### src/rtl/lcv_monitor.sv
module lcv_monitor #(
  parameter int CNT_W = 16
) (
  input  logic             clk,
  input  logic             rst_n,
  input  logic             bit_en,
  input  logic             rail_p,
  input  logic             rail_n,
  input  logic             hdb3_mode,
  input  logic             zcs_excl,
  input  logic             rd_clr,
  output logic             bpv_pulse,
  output logic             exz_pulse,
  output logic [CNT_W-1:0] err_count
);
  localparam int WIN = 8;
  localparam logic [WIN-1:0] B8_SHAPE = 8'b0001_1011;
  localparam logic [CNT_W-1:0] CMAX = '1;
  localparam logic [4:0] ZSAT = 5'd16;

  logic [WIN-1:0]   mk_q, vr_q, pd_q;
  logic             last_pol_q, seen_q;
  logic [4:0]       zrun_q;
  logic             bpv_q, exz_q;
  logic [CNT_W-1:0] cnt_q;

  wire mark_in = rail_p ^ rail_n;
  wire viol_in = mark_in & seen_q & (rail_p == last_pol_q);
  wire hdb_ok  = hdb3_mode & zcs_excl & ~mk_q[0] & ~mk_q[1];

  wire [WIN-1:0] mk_n = {mk_q[WIN-2:0], mark_in};
  wire [WIN-1:0] vr_n = {vr_q[WIN-2:0], viol_in};
  wire b8_hit = ~hdb3_mode & zcs_excl & (mk_n == B8_SHAPE)
              & vr_n[4] & ~vr_n[3] & vr_n[1] & ~vr_n[0];

  logic [WIN-1:0] pd_n;
  always_comb begin
    pd_n = {pd_q[WIN-2:0], viol_in & ~hdb_ok};
    if (b8_hit) begin
      pd_n[4] = 1'b0;
      pd_n[1] = 1'b0;
    end
  end

  wire [4:0] thr  = zcs_excl ? 5'd8 : ZSAT;
  wire [4:0] zinc = zrun_q + 5'd1;
  wire       exz_hit = ~mark_in & (zinc == thr);

  always_ff @(posedge clk or negedge rst_n) begin
    if (!rst_n) begin
      mk_q       <= '0;
      vr_q       <= '0;
      pd_q       <= '0;
      last_pol_q <= 1'b0;
      seen_q     <= 1'b0;
      zrun_q     <= '0;
      bpv_q      <= 1'b0;
      exz_q      <= 1'b0;
    end else if (bit_en) begin
      mk_q   <= mk_n;
      vr_q   <= vr_n;
      pd_q   <= pd_n;
      bpv_q  <= pd_q[WIN-1];
      exz_q  <= exz_hit;
      zrun_q <= mark_in ? 5'd0 : ((zrun_q == ZSAT) ? ZSAT : zinc);
      if (mark_in) begin
        last_pol_q <= rail_p;
        seen_q     <= 1'b1;
      end
    end else begin
      bpv_q <= 1'b0;
      exz_q <= 1'b0;
    end
  end

  wire [1:0]     inc = {1'b0, bpv_q} + {1'b0, exz_q};
  wire [CNT_W:0] sum = {1'b0, cnt_q} + (CNT_W+1)'(inc);

  always_ff @(posedge clk or negedge rst_n) begin
    if (!rst_n)      cnt_q <= '0;
    else if (rd_clr) cnt_q <= CNT_W'(inc);
    else             cnt_q <= sum[CNT_W] ? CMAX : sum[CNT_W-1:0];
  end

  assign bpv_pulse = bpv_q;
  assign exz_pulse = exz_q;
  assign err_count = cnt_q;
endmodule

### config.mk
export PLATFORM = sky130hd
export DESIGN_NAME = lcv_monitor
export DESIGN_NICKNAME = d
export VERILOG_FILES = /design/src/rtl/lcv_monitor.sv
export SDC_FILE = /design/constraint.sdc
export NUM_CORES = 1
export LEC_CHECK = 0
export BUFFER_PORTS_ARGS = -buffer_cell sky130_fd_sc_hd__buf_2
export CORE_MARGIN = 2
export CORE_UTILIZATION = 57
export CTS_CLUSTER_DIAMETER = 200
export DETAILED_ROUTE_END_ITERATION = 6
export PLACE_DENSITY = 0.76
export RECOVER_POWER = 50
export SLEW_MARGIN = 20
export SYNTH_ARGS = -nofsm -noshare
export SYNTH_HDL_FRONTEND = slang
export SYNTH_SLANG_ARGS = --single-unit
### constraint.sdc
create_clock -name clk -period 2.7 [get_ports clk]
set_input_delay 0.405 -clock clk [delete_from_list [all_inputs] [get_ports clk]]
set_output_delay 0.405 -clock clk [all_outputs]
set_load 0.03 [all_outputs]
Word-level counts from Yosys, hierarchy flattened
Cells that the tools add are included.
{"block": "word_totals", "out_inout_bits": 18, "register_bits": 44, "input_bits": 8}
{"block": "op_classes", "n_eq_ne": 4, "mux": 9, "reduce_logical": 1, "n_bitwise": 21, "addsub": 3}
{"op": "$mux W16", "n": 2}
{"op": "$add A16 B2 Y17", "n": 1}
{"op": "$mux W5", "n": 3}
{"op": "$and A1 B1 Y1", "n": 13}
{"op": "$eq A8 B5 Y1 const B", "n": 1}
{"op": "$not A1 Y1", "n": 7}
{"op": "$add A5 B1 Y5 const B", "n": 1}
{"op": "$eq A5 B5 Y1", "n": 1}
{"op": "$eq A5 B5 Y1 const B", "n": 1}
{"op": "$mux W1", "n": 4}
{"op": "$add A1 B1 Y2", "n": 1}
{"op": "$reduce_and A2 Y1", "n": 1}
{"op": "$eq A1 B1 Y1", "n": 1}
{"op": "$xor A1 B1 Y1", "n": 1}

Longest topological paths before layout
Gate-level depths: netlist of run 1.
{"block": "depth", "word_depth": 8, "ltp_mapped": 8}

Worst setup path before layout of run 1
Ideal clock, no wire load.
{"block": "synth_path", "path_kind": "flip-flop to flip-flop", "startpoint": "reg bpv_q (netlist: bpv_pulse)", "endpoint": "reg cnt_q[1] (netlist: err_count[1])", "path_slack_ns": 0.158, "arrival_ns": 2.460, "path_buffers": 0, "path_stages_with_launch": 9, "setup_ns": 0.083, "path_cell_list": "dfrtp_1 ha_1 ha_1 inv_1 fa_1 nand3b_2 nor4_4 nand4_4 a31oi_1"}
{"block": "synth_between", "elab_chain_len": 4}
{"item": "start: declaration", "line": "24", "text": "logic bpv_q, exz_q;"}
{"item": "start signal: assignment", "line": "63", "text": "bpv_q <= pd_q[WIN-1];"}
{"item": "$add A1 B1 Y2 (*)", "line": "76", "text": "wire [1:0] inc = {1'b0, bpv_q} + {1'b0, exz_q};"}
{"item": "$add A16 B2 Y17", "line": "77", "text": "wire [CNT_W:0] sum = {1'b0, cnt_q} + (CNT_W+1)'(inc);"}
{"item": "$mux W16", "line": "82", "text": "else cnt_q <= sum[CNT_W] ? CMAX : sum[CNT_W-1:0];"}
{"item": "$mux W16 (*)", "line": "81", "text": "else if (rd_clr) cnt_q <= CNT_W'(inc);"}
{"item": "end signal: assignment", "line": "81"}
{"item": "end signal: assignment", "line": "82"}
{"item": "end: declaration", "line": "25", "text": "logic [CNT_W-1:0] cnt_q;"}
Mark *: on every way between the ends. The rest lies on a longest branch, timed or not.
A chain may end at the register's enable or synchronous reset.

Worst setup path after layout of run 1
Same ends and word-level chain as after synthesis.

==> flow_summary.toml, run 1 <==
[status]
status = "finished with violations"
failed_checks = "capacitance limit, slew limit"

[power_and_ir_drop]
pwr_density_cell_nw_per_um2 = 587
p_leak_nw = 1.14
peakVddDrop_v = 0.000382

[global_route]
grt-ovfl-total = 0
grt_pass1_vias = 1617
grt_max_degree = 45
antenna_found_initial = 0
grt_pass1_wl_mm = 7.36
grt.total_usage = 0.220

[clock_network]
clockBufferDepth = 2
cts-hold-fix-buffers = 0
cts_buffers = 5
root_buffer = "clkbuf_8"
htree_levels = 2
post_cts_resized = 0
post-cts-setup-buffers = 0
cts_tree = "built"
clk_pin_slew_worst_paths_ns = 0.09
clk_latency_ns = 0.30
cts.sink_count = 44

[place]
portBuffers = 25
gp_congestion = 0.832
hpwl_mm = 2.91
dp_cells = 264

[timing]
finalHoldViolCount = 0
fin_crit_ns = 2.45
drv_slew = 45
skew_ns = 0.00621
fmax_mhz = 408
tns_ns = 0
setup_viol = 0
worst_slew_pin_slew_ns = 2.29
fin_crit_sh = 0.908
max_slew_margin = -0.530
rsz0062_at_grt = "no"

[floorplan]
ios = 26
dieWidth_um = 66.1
die_area_um2 = 4370
rows = 22
fp.dieH_um = 66.1
core_um2 = 3690
start_util = 0.596

[synthesis]
syn-num-nets = 211
syn_avg_cell_area_um2 = 11.2
synth_top_area_share = 0.501
synthTopCellsByArea = "dfrtp_1, mux2_2, xnor2_1"
synthArstFlopShare = 1.00
synth_commonest_cells = "dfrtp_1, mux2_2, nor2_1"
yosysSeqAreaShare = 0.501
synth.most_common_cell = "dfrtp_1"
syn_inst = 196
yosysTopAreaCell = "dfrtp_1"
ys_warn_count = 0
synth_edf_count = 0
ys_seq_elements = 44
synth_ff_type = "dfrtp_1"
syn_area_um2 = 2200
ys_types = 47

[critical_path]
critPathCaptureType = "flip-flop"
required_ns = 2.92
cp-start-kind = "flip-flop"
critPathMaxStageDelay_ns = 0.40
path_delay_family = "adder cells"
cp_cell_sequence = "ha_1 > ha_1 > inv_1 > fa_1 > nand3b_2 > nor4_4 > nand4_4 > a31oi_1"
slowest_stage = "dfrtp_1"
regToRegSetupSlack_ns = 0.25
crit_arrival_ns = 2.67
path_buf_inv = 1
regToRegEndpoint = "err_count[1]$_DFF_PN0_"
worstRegToRegCells = 8
crit_top_cell = "ha_1"
r2r_start = "bpv_pulse$_DFF_PN0_"
cp_max_fo = 9
crit_start = "bpv_pulse$_DFF_PN0_"
setup.worst_path.class = "reg -> reg"

[drt]
vias_per_cell = 5.94
wirelength_mm = 4.16
drt-initial-drc-count = 150
drt_first_pass_iters = 4
ant_nets = 0
num_vias = 1617
drt_drc_violations_left = 0
wl_per_cell_um = 15.3

[cells_and_area]
nets = 238
fin_cells = 272
nFillCells = 301
n_antenna_cell = 0
syn2layout_area_growth_pct = 11.6
drive_gt1_frac = 0.246

[min_path]
worstHoldStart = "rail_n"
hold_path_class = "in -> reg"
holdPathEnd = "last_pol_q$_DFFE_PN0P_"
min_delay_path_depth = 2

[flow_run]
cap_violations = 1
final cells by class:
class                      instances  area, um^2  share of cell area
sequential                        44        1100               0.449
multi-input combinational        136        1040               0.422
timing repair buffer              26         128              0.0520
tap                               48        60.1              0.0245
inverter                          10        37.5              0.0153
clock buffer                       5        68.8              0.0280
clock inverter                     3        23.8             0.00968
metrics by stage:
step	cell area (um^2)	hold WS (ns)	util	power, mW	setup slack (ns)
global route	2450	0.375	0.666	1.52	0.0724
CTS	2460	0.280	0.667	1.46	0.116
floorplan	2200	0.109	-	0.970	0.158
global placement	2370	0.432	0.642	1.02	0.230
finish	2450	0.351	0.666	1.44	0.249
detailed placement	2370	0.439	0.642	1.04	0.156
power breakdown:
group | internal, mW | switching, mW
logic | 0.101 | 0.104
clock network | 0.183 | 0.234
registers | 0.745 | 0.0729
registers in the layout, indices dropped and copies added (netlist names):
register and flops:
err_count 16, pd_q 8, mk_q 7, zrun_q 5, vr_q 4, bpv_pulse 1
exz_pulse 1, last_pol_q 1, seen_q 1
routing by layer:
metal  GRT usage  wire [um]  vias up
met2       0.384       2160       49
met3      0.0545        208        6
met5           0          0        -
met1       0.258       1720      809
li1            -          -      753
met4      0.0842         66        0
worst max path at each step:
| stage | endpoint | slack, ns | cells after the start |
|---|---|---|---|
| after floorplan | err_count[1]$_DFF_PN0_ | 0.16 | 8 |
| after global placement | err_count[1]$_DFF_PN0_ | 0.23 | 8 |
| after detailed placement | err_count[1]$_DFF_PN0_ | 0.16 | 8 |
| after CTS | err_count[1]$_DFF_PN0_ | 0.12 | 8 |
| after global routing | err_count[1]$_DFF_PN0_ | 0.07 | 8 |
| final | err_count[1]$_DFF_PN0_ | 0.25 | 8 |
logic make-up after synthesis:
group / after synthesis / synth area share
flops: 44 / 0.501
xor+xnor: 13 / 0.0518
fa+ha+maj: 7 / 0.0432
compound gates: 35 / 0.0984
buf+inv: 16 / 0.0284
simple gates: 62 / 0.182
mux: 19 / 0.0956
worst reg2reg max path: stages (launching register included):
cell and delay [ns]:
dfrtp_1 0.40, ha_1 0.30, ha_1 0.16, inv_1 0.05, fa_1 0.40, nand3b_2 0.29
nor4_4 0.33, nand4_4 0.22, a31oi_1 0.22
layout by cell type, fill, tap and decap left out, types with 2 or more instances in the layout:
| cell type | Yosys | final |
|---|---|---|
| inv_1 | 10 | 10 |
| clkbuf_8 | 0 | 5 |
| nand2b_1 | 3 | 3 |
| nor4_1 | 3 | 3 |
| nor3_1 | 5 | 5 |
| nor3b_1 | 2 | 2 |
| nor2_1 | 13 | 13 |
| dfrtp_1 | 44 | 44 |
| and4b_1 | 2 | 2 |
| clkbuf_1 | 3 | 2 |
| xor2_1 | 3 | 3 |
| nand4_1 | 2 | 2 |
| a21o_1 | 2 | 2 |
| ha_1 | 6 | 6 |
| nand2_1 | 11 | 11 |
| xnor2_1 | 10 | 10 |
| o2bb2ai_1 | 2 | 2 |
| o21ai_0 | 9 | 9 |
| mux2_2 | 16 | 16 |
| mux2i_1 | 3 | 3 |
| clkinvlp_4 | 0 | 2 |
| a21oi_1 | 12 | 12 |
| a31oi_1 | 3 | 3 |
| buf_2 | 2 | 24 |
| nand3_1 | 6 | 6 |
Note: power is estimated with default switching activity, not from simulation.
==> run 2, diff against run 1 <==
--- a/config.mk
+++ b/config.mk
@@ -6,12 +6,12 @@
 export NUM_CORES = 1
 export LEC_CHECK = 0
 export BUFFER_PORTS_ARGS = -buffer_cell sky130_fd_sc_hd__buf_2
-export CORE_MARGIN = 2
 export CORE_UTILIZATION = 57
 export CTS_CLUSTER_DIAMETER = 200
 export DETAILED_ROUTE_END_ITERATION = 6
 export PLACE_DENSITY = 0.76
 export RECOVER_POWER = 50
+export REMOVE_ABC_BUFFERS = 1
 export SLEW_MARGIN = 20
 export SYNTH_ARGS = -nofsm -noshare
 export SYNTH_HDL_FRONTEND = slang
==> run 2 against run 1 <==
Critical path type unchanged. Largest power group unchanged. Critical endpoint unchanged. Die area decreased by 6.0%. Cell count unchanged. Clock skew decreased by 0.0032 ns. The run still ends with capacitance limit, slew limit left.
==> flow_summary.toml, run 2 (synthesis results as in run 1) <==
[status]
status = "finished with violations"
failed_checks = "capacitance limit, slew limit"

[clock_network]
clk_latency_ns = 0.29
cts-hold-fix-buffers = 0
htree_levels = 2
root_buffer = "clkbuf_8"
cts_buffers = 5
clk_pin_slew_worst_paths_ns = 0.08
cts.sink_count = 44
post_cts_resized = 0
cts_tree = "built"
post-cts-setup-buffers = 0
clockBufferDepth = 2

[timing]
fin_crit_ns = 2.43
skew_ns = 0.00298
finalHoldViolCount = 0
fmax_mhz = 411
max_slew_margin = -0.518
worst_slew_pin_slew_ns = 2.28
drv_slew = 45
rsz0062_at_grt = "no"
setup_viol = 0
fin_crit_sh = 0.901
tns_ns = 0

[floorplan]
start_util = 0.596
core_um2 = 3690
rows = 22
die_area_um2 = 4110
fp.dieH_um = 64.1
dieWidth_um = 64.1
ios = 26

[place]
portBuffers = 25
dp_cells = 264
placed_cell_area_um2 = 2370
gp_congestion = 0.902
hpwl_mm = 2.99

[drt]
ant_nets = 0
drt-initial-drc-count = 105
num_vias = 1591
vias_per_cell = 5.85
wirelength_mm = 4.13
drt-met1-wl_mm = 1.69
wl_per_cell_um = 15.2
drt_first_pass_iters = 4
met3WireLength_um = 149
routed.top_layer = "met4"
routed-wl-met2_mm = 2.26
drt_drc_violations_left = 0

[power_and_ir_drop]
p_leak_nw = 1.15
peakVddDrop_v = 0.000492
pwr_density_cell_nw_per_um2 = 588
power_mw = 1.44

[cells_and_area]
n_antenna_cell = 0
largest_reg_flops = 16
layout_commonest_cell = "dfrtp_1"
fin_area_um2 = 2450
nets = 238
fin_cells = 272
layout_common_cells = "dfrtp_1, buf_2, mux2_2"
syn2layout_area_growth_pct = 11.6
drive_gt1_frac = 0.246

[critical_path]
worstRegToRegCells = 8
crit_start = "exz_pulse$_DFF_PN0_"
required_ns = 2.91
cp-start-kind = "flip-flop"
regToRegSetupSlack_ns = 0.27
crit_arrival_ns = 2.64
r2r_start = "exz_pulse$_DFF_PN0_"
cp_max_fo = 9
regToRegEndpoint = "err_count[1]$_DFF_PN0_"
setup.worst_path.class = "reg -> reg"
critPathCaptureType = "flip-flop"

[min_path]
worstHoldStart = "rail_n"
min_delay_path_depth = 2
hold_path_class = "in -> reg"
holdPathEnd = "last_pol_q$_DFFE_PN0P_"

[global_route]
grt_max_degree = 45
grt_pass1_wl_mm = 7.45
antenna_found_initial = 0
grt.total_usage = 0.233
grt-ovfl-total = 0
grt_pass1_vias = 1713

[flow_run]
cap_violations = 1
-- run 2: where the power goes --
| group | total, mW | switching, mW | leakage [nW] | internal [mW] |
|---|---|---|---|---|
| clock network | 0.416 | 0.212 | 0.0510 | 0.204 |
| logic | 0.209 | 0.106 | 0.524 | 0.103 |
| registers | 0.819 | 0.0742 | 0.571 | 0.745 |
| total | 1.44 | 0.392 | 1.15 | 1.05 |
-- run 2: worst max path at each step --
stage	cells after the start	to	slack, ns
after floorplan	8	err_count[1]$_DFF_PN0_	0.16
after global placement	8	err_count[1]$_DFF_PN0_	0.24
after detailed placement	8	err_count[1]$_DFF_PN0_	0.12
after CTS	8	err_count[1]$_DFF_PN0_	0.11
after global routing	8	err_count[0]$_DFF_PN0_	0.10
final	8	err_count[1]$_DFF_PN0_	0.27
-- run 2: through the flow --
step / hold WS [ns] / setup slack (ns) / utilization
2_1_floorplan: 0.109 / 0.158 / -
3_3_place_gp: 0.431 / 0.236 / 0.642
3_5_place_dp: 0.465 / 0.119 / 0.642
4_1_cts: 0.294 / 0.109 / 0.667
5_1_grt: 0.369 / 0.103 / 0.666
6_report: 0.355 / 0.268 / 0.666
-- run 2: critical path, stage by stage, from the launching register on --
cell and delay [ns]:
dfrtp_1 0.39, ha_1 0.30, ha_1 0.18, inv_1 0.06
fa_1 0.40, nand3b_2 0.29, nor4_4 0.31, nand4_4 0.22
a31oi_1 0.21
-- run 2: area by class of cell --
class	count	area [um^2]
Timing Repair Buffer	26	128
Fill cell	300	1230
Sequential cell	44	1100
Multi-Input combinational cell	136	1040
Inverter	10	37.5
Clock inverter	2	10.0
Tap cell	48	60.1
Clock buffer	6	82.6
-- run 2: per-layer routing --
metal  GRT usage  vias up
met4      0.0833        0
li1            -      753
met5           0        -
met3      0.0554        4
met2       0.424       30
met1       0.263      804
